### src/rtl/cfgwin_pkg.sv
package cfgwin_pkg;

  typedef enum logic [1:0] {
    LEN_256M = 2'b00,
    LEN_128M = 2'b01,
    LEN_64M  = 2'b10,
    LEN_RSVD = 2'b11
  } win_len_e;

  typedef struct packed {
    logic        en;
    logic [63:0] base;
    logic [31:0] size;
  } win_t;

  // Derive a window from a control word. hi is the top base bit,
  // sh is log2 of the largest window size.
  function automatic win_t decode_win(input logic [63:0] word,
                                      input int hi, input int sh);
    win_t w;
    int   lo;
    case (win_len_e'(word[2:1]))
      LEN_128M: lo = sh - 1;
      LEN_64M:  lo = sh - 2;
      default:  lo = sh;
    endcase
    w.en   = word[0];
    w.size = 32'd1 << lo;
    for (int i = 0; i < 64; i++) begin
      w.base[i] = (i <= hi && i >= lo) ? word[i] : 1'b0;
    end
    return w;
  endfunction

endpackage

### src/rtl/cfgwin_word.sv
module cfgwin_word #(
  parameter int          DWA_W     = 10,
  parameter int          REG_DW    = 24,
  parameter logic [63:0] RESET_VAL = 64'h0000_0000_B000_0000
) (
  input  logic             clk,
  input  logic             rst_n,
  input  logic             wr_en,
  input  logic [DWA_W-1:0] wr_dwaddr,
  input  logic [31:0]      wr_data,
  input  logic [3:0]       wr_be,
  output logic [63:0]      word_d,
  output logic             upd
);

  localparam logic [DWA_W-1:0] DW_LO = DWA_W'(REG_DW);
  localparam logic [DWA_W-1:0] DW_HI = DWA_W'(REG_DW + 1);

  logic [63:0] word_q;
  logic        sel_lo, sel_hi;

  always_comb begin
    sel_lo = wr_en && (wr_dwaddr == DW_LO) && (|wr_be);
    sel_hi = wr_en && (wr_dwaddr == DW_HI) && (|wr_be);
    upd    = sel_lo || sel_hi;
    word_d = word_q;
    for (int b = 0; b < 4; b++) begin
      if (sel_lo && wr_be[b]) word_d[8*b +: 8]      = wr_data[8*b +: 8];
      if (sel_hi && wr_be[b]) word_d[32 + 8*b +: 8] = wr_data[8*b +: 8];
    end
  end

  always_ff @(posedge clk or negedge rst_n) begin
    if (!rst_n) begin
      word_q <= RESET_VAL;
    end else if (upd) begin
      word_q <= word_d;
    end
  end

  // only one dword of the word can be selected by a write
  assert_one_dword_R5: assert property (@(posedge clk) disable iff (!rst_n)
    !(sel_lo && sel_hi));

endmodule

### src/rtl/cfgwin_apply.sv
module cfgwin_apply
  import cfgwin_pkg::*;
#(
  parameter int          BASE_HI   = 38,
  parameter int          MAX_SH    = 28,
  parameter logic [63:0] RESET_VAL = 64'h0000_0000_B000_0000
) (
  input  logic        clk,
  input  logic        rst_n,
  input  logic        upd,
  input  logic [63:0] word_d,
  output win_t        win_q,
  output logic        len_err
);

  localparam win_t RST_WIN = decode_win(RESET_VAL, BASE_HI, MAX_SH);
  localparam logic [31:0] SZ_BIG = 32'd1 << MAX_SH;
  localparam logic [31:0] SZ_MID = 32'd1 << (MAX_SH - 1);
  localparam logic [31:0] SZ_SML = 32'd1 << (MAX_SH - 2);

  win_t     win_d;
  win_len_e len_nxt;
  logic     rsvd_wr, load, err_d;

  always_comb begin
    len_nxt = win_len_e'(word_d[2:1]);
    rsvd_wr = upd && (len_nxt == LEN_RSVD);
    load    = upd && !rsvd_wr;
    win_d   = load ? decode_win(word_d, BASE_HI, MAX_SH) : win_q;
    err_d   = rsvd_wr;
  end

  always_ff @(posedge clk or negedge rst_n) begin
    if (!rst_n) begin
      win_q   <= RST_WIN;
      len_err <= 1'b0;
    end else begin
      win_q   <= win_d;
      len_err <= err_d;
    end
  end

  // a reserved-code write freezes the window and flags an error
  assert_rsvd_hold_R4: assert property (@(posedge clk) disable iff (!rst_n)
    rsvd_wr |=> ($stable(win_q) && len_err));

  // without an overlapping write nothing moves
  assert_idle_quiet_R5: assert property (@(posedge clk) disable iff (!rst_n)
    !upd |=> ($stable(win_q) && !len_err));

  // size is always one of the three legal values
  assert_size_legal_R2: assert property (@(posedge clk) disable iff (!rst_n)
    (win_q.size == SZ_BIG) || (win_q.size == SZ_MID) || (win_q.size == SZ_SML));

  // base is aligned to the size and has no bits above the top base bit
  assert_base_aligned_R3: assert property (@(posedge clk) disable iff (!rst_n)
    ((win_q.base & ({32'd0, win_q.size} - 64'd1)) == 64'd0) &&
    ((win_q.base >> (BASE_HI + 1)) == 64'd0));

endmodule

### src/rtl/cfgwin_match.sv
module cfgwin_match
  import cfgwin_pkg::*;
(
  input  win_t        win,
  input  logic [63:0] addr,
  output logic        hit
);

  logic [63:0] low_mask;

  always_comb begin
    low_mask = {32'd0, win.size} - 64'd1;
    hit      = win.en && ((addr & ~low_mask) == win.base);
  end

endmodule

### src/rtl/cfgwin_decoder.sv
module cfgwin_decoder
  import cfgwin_pkg::*;
#(
  parameter int          DWA_W     = 10,
  parameter int          REG_DW    = 24,
  parameter int          BASE_HI   = 38,
  parameter int          MAX_SH    = 28,
  parameter logic [63:0] RESET_VAL = 64'h0000_0000_B000_0000
) (
  input  logic             clk,
  input  logic             rst_n,
  input  logic             cfg_wr_en,
  input  logic [DWA_W-1:0] cfg_wr_dwaddr,
  input  logic [31:0]      cfg_wr_data,
  input  logic [3:0]       cfg_wr_be,
  input  logic [63:0]      mem_addr,
  output logic             mem_hit,
  output logic             win_en,
  output logic [63:0]      win_base,
  output logic [31:0]      win_size,
  output logic             len_err
);

  logic [63:0] word_d;
  logic        upd;
  win_t        win_q;

  cfgwin_word #(
    .DWA_W     (DWA_W),
    .REG_DW    (REG_DW),
    .RESET_VAL (RESET_VAL)
  ) u_word (
    .clk       (clk),
    .rst_n     (rst_n),
    .wr_en     (cfg_wr_en),
    .wr_dwaddr (cfg_wr_dwaddr),
    .wr_data   (cfg_wr_data),
    .wr_be     (cfg_wr_be),
    .word_d    (word_d),
    .upd       (upd)
  );

  cfgwin_apply #(
    .BASE_HI   (BASE_HI),
    .MAX_SH    (MAX_SH),
    .RESET_VAL (RESET_VAL)
  ) u_apply (
    .clk     (clk),
    .rst_n   (rst_n),
    .upd     (upd),
    .word_d  (word_d),
    .win_q   (win_q),
    .len_err (len_err)
  );

  cfgwin_match u_match (
    .win  (win_q),
    .addr (mem_addr),
    .hit  (mem_hit)
  );

  assign win_en   = win_q.en;
  assign win_base = win_q.base;
  assign win_size = win_q.size;

  // no hit while the window is disabled
  assert_hit_needs_en_R1: assert property (@(posedge clk) disable iff (!rst_n)
    !win_en |-> !mem_hit);

  // any hit lies inside [base, base+size)
  assert_hit_in_range_R7: assert property (@(posedge clk) disable iff (!rst_n)
    mem_hit |-> ((mem_addr >= win_base) &&
                 (mem_addr < (win_base + {32'd0, win_size}))));

endmodule

### config.mk
export PLATFORM = sky130hd
export DESIGN_NAME = cfgwin_decoder
export DESIGN_NICKNAME = d
export VERILOG_FILES = /design/src/rtl/cfgwin_pkg.sv /design/src/rtl/cfgwin_word.sv /design/src/rtl/cfgwin_apply.sv /design/src/rtl/cfgwin_match.sv /design/src/rtl/cfgwin_decoder.sv
export SDC_FILE = /design/constraint.sdc
export NUM_CORES = 1
export LEC_CHECK = 0
export BUFFER_PORTS_ARGS = -buffer_cell sky130_fd_sc_hd__buf_2
export CAP_MARGIN = 40
export CORE_MARGIN = 2
export CORE_UTILIZATION = 36
export CTS_CLUSTER_SIZE = 30
export DETAILED_ROUTE_END_ITERATION = 8
export PLACE_DENSITY = 0.78
export SETUP_SLACK_MARGIN = 0.02
export SYNTH_ARGS = -nofsm -noshare
export SYNTH_HDL_FRONTEND = slang
export SYNTH_SLANG_ARGS = --single-unit
### constraint.sdc
create_clock -name clk -period 2.26 [get_ports clk]
set_input_delay 0.339 -clock clk [delete_from_list [all_inputs] [get_ports clk]]
set_output_delay 0.339 -clock clk [all_outputs]
set_load 0.005 [all_outputs]
==> flow_summary.json, run 1 <==
{
  "wirelength_um": 6510,
  "synth_area_leaders": "dfrtp_1 (30%), buf_4 (21%), mux2_2 (14%)",
  "required_ps": 1920,
  "numPortBuffers": 94,
  "cts_sinks": 39,
  "power_density_nw_per_um2": 381,
  "synth_edf_count": 0,
  "wl_per_cell_um": 13.1,
  "ant_nets": 0,
  "drt_first_iter_violations": 89,
  "dr.pass1.iters": 4,
  "cp-end-kind": "output port",
  "setup_slack_ps": -546,
  "drive_above_1_share_pct": 51.5,
  "fmax_mhz": 356,
  "grt_overflow": 0,
  "fin_crit_ps": 2810,
  "critical_path_class": "reg -> out",
  "drc": 0,
  "synthSimpleGateAreaFrac_pct": 13.2,
  "synthesis.area_um2": 2650,
  "nets": 514,
  "grt_pass1_vias": 2076,
  "initial_utilization_pct": 36.8,
  "use_met1_pct": 18.3,
  "grt_use_total_pct": 14.8,
  "drv_slew": 0,
  "vias": 2184,
  "leakagePower_nw": 1.86,
  "cap_violations": 0,
  "total_power_w": 0.00137,
  "post_synth_num_cell_types": 44,
  "violations": "negative setup slack",
  "crit_arrival_ps": 2470,
  "vias_per_cell": 4.41,
  "antenna_cells": 0,
  "cp_top_family": "simple AND/OR/NAND/NOR gates",
  "cts-root-buf": "clkbuf_8",
  "path_cells": "inv_2 > ha_4 > or4b_4 > or3_4 > o21ai_2 > a22o_2 > nand4b_1 > nor3_2 > buf_2",
  "die_y_um": 89.9,
  "gr-max-usage-layer": "met2",
  "syn-instance-count": 261,
  "cts_buffers": 5,
  "muxShareOfSynthArea_pct": 15.6,
  "grtUsageMet2_pct": 26.5,
  "antenna_found_initial": 0,
  "clkLatencyLatePin_ps": 280,
  "synth-seq-cells": 39,
  "hold_path_class": "in -> reg",
  "ys_seq_area_share_pct": 37.1,
  "met3_usage_pct": 3.10,
  "htree_levels": 2,
  "synth_top_family_by_area": "buffers and inverters",
  "synth.avg_cell_area_um2": 10.2,
  "grt_max_degree": 39,
  "area_delta_synth_final_pct": 35.5,
  "yosysTopAreaCell": "dfrtp_1",
  "synth_xor_area_share_pct": 2.97,
  "synth_top_area_share_pct": 30.2,
  "core-area_um2": 7210,
  "final_hold_viol_count": 0,
  "synthAdderAreaFrac_pct": 2.83,
  "dieWidth_um": 89.9,
  "synth_most_common_cell": "buf_4",
  "clock_path_buffers": 2,
  "gp_congestion": 0.830,
  "peakVddDrop_v": 0.000289,
  "synthTopCellsByCount": "buf_4 (75), mux2_2 (34), dfrtp_1 (32), inv_1 (11), nor2_1 (11)",
  "status": "finished, violations left",
  "dp_hpwl_um": 4910,
  "rows": 31,
  "rsz0062_at_grt": "yes",
  "yosysWarnings": 0,
  "path_clk_slew_ps": 80,
  "critPathSlowestCell": "or4b_4",
  "cts_tree": "yes",
  "grt_pass1_wl_um": 9720,
  "io_pins": 212,
  "dieArea_um2": 8070,
  "fin_tns_setup_ps": -546,
  "synth_compound_area_share_pct": 5.04,
  "synth-main-ff-cell": "dfrtp_1",
  "start_kind": "register",
  "ys_async_sr_fraction_pct": 100,
  "fillers": 654,
  "fin_crit_sh_pct": 124,
  "worst-path-max-fanout": 4,
  "setup_viol": 1,
  "cp.buffers_inverters": 2,
  "finClkSkew_ps": 3.10,
  "crit_path_max_incr_delay_ps": 460
}
-- cells in the final DEF (no fill, tap or decap), types with 2 or more instances in the layout --
cell / n
nand3_2: 3
o21ai_1: 5
nor3_2: 2
nand2_2: 2
ha_1: 4
buf_6: 5
nor2_4: 3
nor4_1: 6
nand4b_1: 2
nand2b_1: 4
buf_12: 3
clkbuf_8: 5
dfrtp_1: 32
inv_2: 2
nand2_1: 8
o21ai_0: 2
dfstp_2: 7
xnor2_1: 6
ha_4: 2
mux2_2: 16
mux2_4: 18
nor3_1: 2
clkbuf_1: 2
inv_1: 9
buf_2: 91
nor4_4: 2
or3_4: 2
nand3_1: 6
conb_1: 74
xor2_1: 3
nor2_1: 9
mux2i_1: 3
nand4_1: 2
buf_4: 30
-- registers in the layout (all words and copies together) (netlist names) --
register,count
u_apply.win_q,22
u_word.word_q,16
u_apply.len_err,1
-- layout make-up --
cell class,count,area (µm²),share of cell area [%]
multi-input cells,207,1530,42.6
flip-flops and latches,39,985,27.4
repair buffers,131,832,23.1
well taps,99,124,3.44
clock buffers,7,76.3,2.12
inverters,11,41.3,1.15
clock inverters,1,5.00,0.139
-- worst paths after layout --
| check | from | to | slack (ps) | cells after the start |
|---|---|---|---|---|
| hold reg to reg | u_word.word_q[34]$_DFFE_PN0P_ | u_word.word_q[34]$_DFFE_PN0P_ | 500 | 1 |
| setup reg to reg | u_word.word_q[2]$_DFFE_PN0P_ | u_apply.win_q[27]$_DFFE_PN0P_ | 600 | 5 |
| max in group asynchronous | rst_n | u_apply.win_q[61]$_DFFE_PN1P_ | 1430 | 3 |
| setup / recovery | u_apply.win_q[24]$_DFFE_PN0P_ | mem_hit | -550 | 9 |
| hold / removal | cfg_wr_data[31] | u_word.word_q[31]$_DFFE_PN1P_ | 300 | 2 |
| min in group asynchronous | rst_n | u_word.word_q[38]$_DFFE_PN0P_ | 380 | 2 |
-- where the power goes --
| part | internal (W) | switching (W) | total (W) |
|---|---|---|---|
| Sequential | 0.000707 | 0.00000729 | 0.000715 |
| Combinational | 0.0000923 | 0.000107 | 0.000200 |
| Clock | 0.000217 | 0.000239 | 0.000456 |
| Total | 0.00102 | 0.000354 | 0.00137 |
-- logic make-up (layout without fill, tap and decap cells) --
kind of cell,count (synthesis),in the layout
adders and majority gates,6,6
DFF,39,39
muxes,37,37
other,1,74
AOI/OAI and AO/OA,19,19
xor gates and xnor gates,9,9
and+or+nand+nor,62,62
buffers and inverters,88,150
-- per-stage QoR --
stage / area (µm²) / util (%) / setup WS [ps] / hold WS, ps / std cells
after floorplan: 3030 / - / -143 / 43.4 / 334
after global placement: 3250 / 45.0 / -248 / 475 / 474
after detailed placement: 3270 / 45.3 / -311 / 143 / 475
after CTS: 3440 / 47.6 / -586 / 290 / 489
after global routing: 3600 / 49.9 / -629 / 299 / 495
final: 3600 / 49.9 / -546 / 304 / 495
-- timing repair --
item / in CTS / in global routing
buffers inserted: 5 / 5
hold buffers: 1 / 0
cloned: 0 / 1
endpoints found under the setup margin: 3 / 20
gates resized for setup: 11 / 25
endpoints found under the hold margin: 1 / 0
pin swaps: 7 / 14
-- routing by layer --
| metal | vias to the layer above | routed length, µm |
|---|---|---|
| li1 | 1014 | - |
| met1 | 1035 | 2740 |
| met2 | 125 | 3250 |
| met3 | 10 | 418 |
| met4 | 0 | 103 |
| met5 | - | 0 |
(Power assumes the default switching activity.)
==> run 2, diff against run 1 <==
--- a/config.mk
+++ b/config.mk
@@ -9,10 +9,12 @@
 export CAP_MARGIN = 40
 export CORE_MARGIN = 2
-export CORE_UTILIZATION = 36
+export CORE_UTILIZATION = 40
 export CTS_CLUSTER_SIZE = 30
 export DETAILED_ROUTE_END_ITERATION = 8
-export PLACE_DENSITY = 0.78
+export PLACE_DENSITY = 0.67
+export RECOVER_POWER = 100
 export SETUP_SLACK_MARGIN = 0.02
 export SYNTH_ARGS = -nofsm -noshare
 export SYNTH_HDL_FRONTEND = slang
+export SYNTH_HIERARCHICAL = 1
 export SYNTH_SLANG_ARGS = --single-unit
==> constraint.sdc (replaced) <==
create_clock -name clk -period 2.26 [get_ports clk]
set_input_delay 0.339 -clock clk [delete_from_list [all_inputs] [get_ports clk]]
set_output_delay 0.339 -clock clk [all_outputs]
set_load 0.1 [all_outputs]
==> run 2 against run 1 <==
Largest power group is now combinational cells. Die area rose by 48%. Worst setup slack worse by 710 ps. Synthesized cell count rose by 91%. The run still ends with negative setup slack left. Combinational power grew to 5.0 times the previous value.
==> flow_summary.json, run 2 <==
{
  "fin_tns_setup_ps": -4560,
  "ant_nets": 0,
  "clkLatencyLatePin_ps": 290,
  "gp_congestion": 0.867,
  "path_cells": "or4_4 > nor3_4 > nor4b_4 > buf_4 > nor2_1 > o32a_1 > a2111oi_4 > nand4_1 > nor4_4 > buf_12",
  "multi_input_area_um2": 3000,
  "violations": "negative setup slack",
  "fmax_mhz": 284,
  "initial_utilization_pct": 41.0,
  "final_common_cell": "buf_2",
  "cts_sinks": 39,
  "cts_buffers": 5,
  "grt_pass1_vias": 3836,
  "power_density_nw_per_um2": 414,
  "hold_path_class": "in -> reg",
  "final_cell_mix": "buf_2 (92), conb_1 (74), inv_1 (35), mux2_4 (29), dfrtp_1 (27)",
  "critPathLaunch": "u_apply/win_q[24]$_DFFE_PN0P_",
  "critPathSlowestCell": "or4_4",
  "rr_worst_depth": 5,
  "required_ps": 1920,
  "holdBufCountCts": 0,
  "crit_arrival_ps": 3180,
  "relSlewSlack_pct": 11.9,
  "yosysWarnings": 6,
  "worst-path-max-fanout": 5,
  "largest_reg_flops": 22,
  "cts_tree": "yes",
  "grt_pass1_wl_um": 19000,
  "cts-root-buf": "clkbuf_8",
  "synth.avg_cell_area_um2": 8.91,
  "drive_above_1_share_pct": 34.1,
  "largestRegisters": "u_apply/win_q x22, u_word/word_q x16, u_apply/len_err x1",
  "largest-register": "u_apply/win_q",
  "r2r_end": "u_apply/win_q[26]$_DFFE_PN0P_",
  "finClkSkew_ps": 4.50,
  "antenna_found_initial": 2,
  "regToRegStartpoint": "u_word/word_q[1]$_DFFE_PN0P_",
  "vias_per_cell": 5.13,
  "place_ws_ps": -1050,
  "met3_usage_pct": 5.33,
  "cp.buffers_inverters": 2,
  "wl_per_cell_um": 16.1,
  "gr-max-usage-layer": "met2",
  "crit_path_max_incr_delay_ps": 530,
  "status": "finished, violations left",
  "critical_path_class": "reg -> out",
  "drc": 0,
  "synthesis.area_um2": 4440,
  "rsz0062_at_grt": "yes",
  "core-area_um2": 10800,
  "vias": 4010,
  "dieArea_um2": 12000,
  "path_clk_slew_ps": 70,
  "worst_slew_pin_slew_ps": 1320,
  "grt_use_total_pct": 20.3,
  "cp_top_family": "simple AND/OR/NAND/NOR gates",
  "cp-end-kind": "output port",
  "dpl.cell_count": 770,
  "leakagePower_nw": 2.67,
  "io_pins": 212,
  "final_hold_viol_count": 0,
  "grt_overflow": 0,
  "dr.pass1.iters": 4,
  "drv_slew": 0,
  "r2r_slack_ps": 490,
  "area_delta_synth_final_pct": 17.3,
  "fillers": 1074,
  "htree_levels": 2,
  "setup_viol": 23,
  "nets": 760,
  "numPortBuffers": 118,
  "peakVddDrop_v": 0.000298,
  "wirelength_um": 12600,
  "final_util_pct": 48.0,
  "dieWidth_um": 109,
  "drt_first_iter_violations": 167,
  "start_kind": "register",
  "rows": 38,
  "syn-instance-count": 498,
  "grt_max_degree": 26,
  "use_met1_pct": 24.8,
  "die_y_um": 109,
  "antenna_cells": 0,
  "total_power_w": 0.00215,
  "dp_hpwl_um": 10700,
  "cp.depth": 10,
  "grtUsageMet2_pct": 34.9,
  "layout.cells.non_filler": 782,
  "cap_violations": 0,
  "setup_slack_ps": -1260,
  "regArea_um2": 996,
  "crit_end": "mem_hit",
  "clock_path_buffers": 2,
  "fin_crit_sh_pct": 156,
  "fin_crit_ps": 3520
}
## run 2: worst min path at each step
stage               slack (ps)  depth (start not counted)                             to             from
finish                     280                          2  u_word/word_q[30]$_DFFE_PN0P_  cfg_wr_data[30]
global route               280                          2  u_word/word_q[30]$_DFFE_PN0P_  cfg_wr_data[30]
CTS                         50                          1  u_word/word_q[35]$_DFFE_PN0P_            rst_n
detailed placement         370                          1  u_word/word_q[37]$_DFFE_PN0P_            rst_n
global placement           360                          1  u_word/word_q[35]$_DFFE_PN0P_            rst_n
floorplan                   40                          0      u_apply/len_err$_DFF_PN0_            rst_n
## run 2: per-layer routing
metal | routed length, µm | vias up
met5 | 11 | -
met1 | 5110 | 1870
met2 | 6000 | 168
met3 | 1140 | 19
li1 | - | 1951
met4 | 294 | 2
## run 2: per-stage QoR
step                      hold slack (ps)  instance area (µm²)
after floorplan                      43.4                 4830
after global placement                365                 5140
after detailed placement              373                 5140
after CTS                            54.6                 5250
after global routing                  280                 5210
final                                 281                 5210
## run 2: cell type report
| type | count | area share (%) |
|---|---|---|
| clock buffer | 7 | 1.47 |
| clock inverter | 1 | 0.0961 |
| inverter | 35 | 2.52 |
| multi-input combinational | 411 | 57.5 |
| sequential | 39 | 19.1 |
| tap | 140 | 3.36 |
| timing repair buffer | 149 | 15.9 |
## run 2: power breakdown
| group | internal, W | leakage [nW] | switching [W] |
|---|---|---|---|
| combinational | 0.000185 | 2.13 | 0.000812 |
| clock | 0.000217 | 0.0422 | 0.000232 |
| sequential | 0.000705 | 0.497 | 0.00000378 |
| total | 0.00111 | 2.67 | 0.00105 |
## run 2: repair_timing
action,in CTS,in global routing
hold endpoints to repair,0,0
pin swaps,3,5
resized for setup,2,2
setup endpoints to repair,1,1
setup buffers,1,3
